===== src/rtl/pme_pkg.sv =====
package pme_pkg;
    localparam int unsigned NUM_SRC = 4;

    localparam int unsigned SRC_ENERGY = 0;
    localparam int unsigned SRC_LINKUP = 1;
    localparam int unsigned SRC_MAGIC  = 2;
    localparam int unsigned SRC_FRAME  = 3;

    typedef logic [NUM_SRC-1:0] src_vec_t;

    typedef struct packed {
        logic pol_hi;
        logic dly_en;
        logic auto_wake;
    } pin_cfg_t;

    // Hold-off only counts when auto wake-up qualifies it.
    function automatic logic holdoff(input pin_cfg_t cfg, input logic clk_rdy);
        return cfg.auto_wake & cfg.dly_en & ~clk_rdy;
    endfunction

    // Drive level for a given request state.
    function automatic logic pin_level(input logic active, input logic pol_hi);
        return ~(active ^ pol_hi);
    endfunction
endpackage


===== src/rtl/pme_status_reg.sv =====
module pme_status_reg
    import pme_pkg::*;
#(
    parameter int unsigned WIDTH = NUM_SRC
) (
    input  logic             clk,
    input  logic             rst,
    input  logic [WIDTH-1:0] set_i,
    input  logic             clr_we_i,
    input  logic [WIDTH-1:0] clr_mask_i,
    output logic [WIDTH-1:0] sticky_o
);
    for (genvar g = 0; g < WIDTH; g++) begin : g_bit
        logic bit_q;
        always_ff @(posedge clk) begin
            if (rst) begin
                bit_q <= 1'b0;
            end else if (set_i[g]) begin
                bit_q <= 1'b1;
            end else if (clr_we_i && clr_mask_i[g]) begin
                bit_q <= 1'b0;
            end
        end
        assign sticky_o[g] = bit_q;
    end
endmodule


===== src/rtl/pme_req_gate.sv =====
module pme_req_gate
    import pme_pkg::*;
#(
    parameter int unsigned WIDTH = NUM_SRC
) (
    input  logic [WIDTH-1:0] sticky_i,
    input  logic [WIDTH-1:0] en_i,
    input  pin_cfg_t         cfg_i,
    input  logic             clk_rdy_i,
    output logic             req_o
);
    logic pending;

    always_comb begin
        pending = |(sticky_i & en_i);
        req_o   = pending & ~holdoff(cfg_i, clk_rdy_i);
    end
endmodule


===== src/rtl/pme_pin_drv.sv =====
module pme_pin_drv
    import pme_pkg::*;
(
    input  logic clk,
    input  logic rst,
    input  logic req_i,
    input  logic pol_hi_i,
    output logic pin_o
);
    logic active_q;

    always_ff @(posedge clk) begin
        if (rst) begin
            active_q <= 1'b0;
        end else begin
            active_q <= req_i;
        end
    end

    // Flop-held request combined with the polarity register: no pulse on a polarity write while idle.
    assign pin_o = pin_level(active_q, pol_hi_i);
endmodule


===== src/rtl/pme_wake_ctrl.sv =====
module pme_wake_ctrl
    import pme_pkg::*;
(
    input  logic               clk,
    input  logic               rst,
    input  logic [NUM_SRC-1:0] evt_i,
    input  logic [NUM_SRC-1:0] en_i,
    input  logic               pol_hi_i,
    input  logic               dly_en_i,
    input  logic               auto_wake_i,
    input  logic               clk_rdy_i,
    input  logic               clr_we_i,
    input  logic [NUM_SRC-1:0] clr_mask_i,
    output logic [NUM_SRC-1:0] status_o,
    output logic               pme_o
);
    pin_cfg_t cfg;
    logic     req;

    assign cfg = '{pol_hi: pol_hi_i, dly_en: dly_en_i, auto_wake: auto_wake_i};

    pme_status_reg #(.WIDTH(NUM_SRC)) u_status (
        .clk        (clk),
        .rst        (rst),
        .set_i      (evt_i),
        .clr_we_i   (clr_we_i),
        .clr_mask_i (clr_mask_i),
        .sticky_o   (status_o)
    );

    pme_req_gate #(.WIDTH(NUM_SRC)) u_gate (
        .sticky_i  (status_o),
        .en_i      (en_i),
        .cfg_i     (cfg),
        .clk_rdy_i (clk_rdy_i),
        .req_o     (req)
    );

    pme_pin_drv u_pin (
        .clk      (clk),
        .rst      (rst),
        .req_i    (req),
        .pol_hi_i (cfg.pol_hi),
        .pin_o    (pme_o)
    );
endmodule


===== config.mk =====
export PLATFORM = sky130hd
export DESIGN_NAME = pme_wake_ctrl
export DESIGN_NICKNAME = d
export VERILOG_FILES = /design/src/rtl/pme_pkg.sv /design/src/rtl/pme_status_reg.sv /design/src/rtl/pme_req_gate.sv /design/src/rtl/pme_pin_drv.sv /design/src/rtl/pme_wake_ctrl.sv
export SDC_FILE = /design/constraint.sdc
export NUM_CORES = 1
export LEC_CHECK = 0
export ABC_AREA = 0
export ABC_CLOCK_PERIOD_IN_PS = 1900
export BUFFER_PORTS_ARGS = -buffer_cell sky130_fd_sc_hd__buf_2
export CORE_AREA = 2 2 39 41
export DETAILED_ROUTE_END_ITERATION = 12
export DIE_AREA = 0 0 41 43
export SLEW_MARGIN = 30
export SYNTH_ARGS = -nofsm -noshare
export SYNTH_HDL_FRONTEND = slang
export SYNTH_SLANG_ARGS = --single-unit

===== constraint.sdc =====
create_clock -name clk -period 1.9 [get_ports clk]
set_input_delay 0.095 -clock clk [delete_from_list [all_inputs] [get_ports clk]]
set_output_delay 0.095 -clock clk [all_outputs]
set_load 0.01 [all_outputs]

==> impl_metrics.yaml <==
cells_and_area:
  mostFrequentLayoutCells: "buf_2, dfxtp_1, a21boi_0, o21ba_2, clkbuf_4"
  diodes: 0
  ff_latch_area_sq_um: 100
  fin_cells: 61
  final_common_cell: "buf_2"
  final_core_util_pct: 27.2
  nets: 65
  drive_above_1_share_pct: 68.9
  syn_to_final_growth_pct: 53.6
  multi_input_area_sq_um: 115
  nFillCells: 162
cts:
  cts_max_level: 1
  postCtsSetupBuffers: 0
  cts_hold_buf: 0
  root_buffer: "clkbuf_4"
  cts_made_buffers: 3
  cts.reportedPaths.clkPinSlew_ps: 40
  worstSkewPairLatency_ps: 240
  cts_resized: 0
  clock-sinks: 5
  cts_buffer_depth: 2
  tritoncts: "built"
sta:
  hold_ws_ps: 38.9
  max-slew-margin-rel_pct: 85.6
  grt_setup_unrepaired: "no"
  tightest_slew_ps: 216
  hold_viol_final: 0
  skew_ps: 1.65
  finalCritPeriodShare_pct: 47.3
  slew_viol_final: 0
  fin_tns_setup_ps: 0
  finalSetupViolations: 0
  fmax_mhz: 1110
  setup_ws_ps: 1000
  fin_crit_ps: 898
global_route:
  grt_max_degree: 6
  grt_use_total_pct: 8.63
  overflow: 0
  antenna_found_initial: 0
  first_global_vias: 216
  grt_pass1_wl_microns: 883
power_and_ir_drop:
  power_density_nw_per_um2: 788
  clockPowerShare_pct: 42.2
  ir_drop_mv: 0.223
  p_sw_mw: 0.0711
  p_leak_nw: 0.181
  swShare_pct: 24.0
  combPwrFrac_pct: 18.0
  power_frac_seq_pct: 39.8
  p_int_mw: 0.226
floorplanning:
  core.rowCount: 14
  core-area_sq_um: 1380
  ios: 24
  start_util_pct: 17.7
  dieArea_sq_um: 1760
  die_w_microns: 41
  die_y_microns: 43
route:
  via_count: 244
  wirelength_microns: 642
  viasPerCell: 4.00
  drt_iter0_markers: 2
  postRouteAntennaNets: 0
  firstDrtPassIters: 3
  route.detailed.drc: 0
  routedWlPerCell_microns: 10.5
status:
  status: "completed"
logic_synthesis:
  ys_seq_area_share_pct: 40.8
  syn_area_per_cell_sq_um: 11.1
  netlist_instances: 22
  synth_nets: 41
  yosysWarnings: 0
  ys_types: 8
  synth-seq-cells: 5
  syn-cell-area_sq_um: 245
placement:
  pre_cts_ws_ps: 1120
  dp.cells: 57
  port_buffers: 23
  gp_congestion: 0.628
setup_path:
  crit_chain: "xnor2_1 > buf_2"
  crit_required_ps: 1800
  crit_arrival_ps: 800
  cpPeakStageDelay_ps: 310
  cp_slowest_cell: "dfxtp_1"
  cp-end-kind: "primary output"
  crit_type: "flop to primary output"
  start_kind: "flop"
  cp_max_fo: 1
worst_hold_path:
  hold_path_class: "input port to flop"
run:
  cap_violations: 0
==> Yosys cell counts (all sizes together) <==
| master | n | area share (%) |
|---|---|---|
| a221oi | 1 | 6.1 |
| nor2b | 1 | 2.6 |
| o21ba | 4 | 16 |
| dfxtp | 5 | 41 |
| xnor2 | 1 | 3.6 |
| a21boi | 4 | 12 |
| a22oi | 2 | 6.1 |
| buf | 4 | 12 |
==> metal layers <==
| layer | GRT usage, % | wire [microns] | vias to the layer above | part of all wire (%) |
|---|---|---|---|---|
| met5 | 0 | 0 | - | 0 |
| met4 | 10.0 | 27 | 0 | 4.2 |
| met3 | 4.71 | 86 | 4 | 13 |
| met2 | 10.9 | 299 | 15 | 47 |
| met1 | 8.65 | 228 | 102 | 36 |
| li1 | - | - | 123 | - |
==> critical path, delay by kind of cell (launching register included) <==
family | cells | cell delay [ps]
xor gates and xnor gates | 1 | 100
buffers and inverters | 1 | 140
DFF | 1 | 310
==> through the flow <==
stage / power [mW] / cell area (sq um)
floorplan: 0.151 / 245
global placement: 0.173 / 350
global route: 0.315 / 377
finish: 0.297 / 377
CTS: 0.304 / 377
detailed placement: 0.174 / 350
==> state kept, by name (all words and copies together), names as in the netlist <==
name	count
u_status.g_bit.bit_q	4
u_pin.active_q	1
==> power groups by stage <==
| stage | clock [mW] | combinational (mW) | sequential [mW] |
|---|---|---|---|
| after detailed placement | 0 | 0.0539 | 0.120 |
| after CTS | 0.132 | 0.0543 | 0.118 |
| after floorplan | 0 | 0.0319 | 0.119 |
| after global placement | 0 | 0.0539 | 0.119 |
| final | 0.125 | 0.0535 | 0.118 |
| after global routing | 0.137 | 0.0591 | 0.119 |
==> cell type report <==
class	count	area share, %
clock buffer	4	6.98
multi-input combinational	13	30.6
sequential	5	26.6
tap	16	5.32
timing repair buffer	23	30.6
==> final timing paths <==
check	start	end	slack, ps	depth (start not counted)
max	u_pin.active_q$_SDFF_PP0_	pme_o	1000	2
min	dly_en_i	u_pin.active_q$_SDFF_PP0_	40	2
max reg2reg	u_status.g_bit[3].bit_q$_SDFFE_PP0P_	u_pin.active_q$_SDFF_PP0_	1120	2
min reg2reg	u_status.g_bit[3].bit_q$_SDFFE_PP0P_	u_pin.active_q$_SDFF_PP0_	650	2
==> logic make-up (layout without fill, tap and decap cells) <==
family	after synthesis	count (layout)	synth area share [%]
AOI/OAI and AO/OA	11	11	40.8
DFF	5	5	40.8
buffers and inverters	4	27	12.2
xor gates and xnor gates	1	1	3.57
and+or+nand+nor	1	1	2.55
Power figures use the tool's default switching activity.
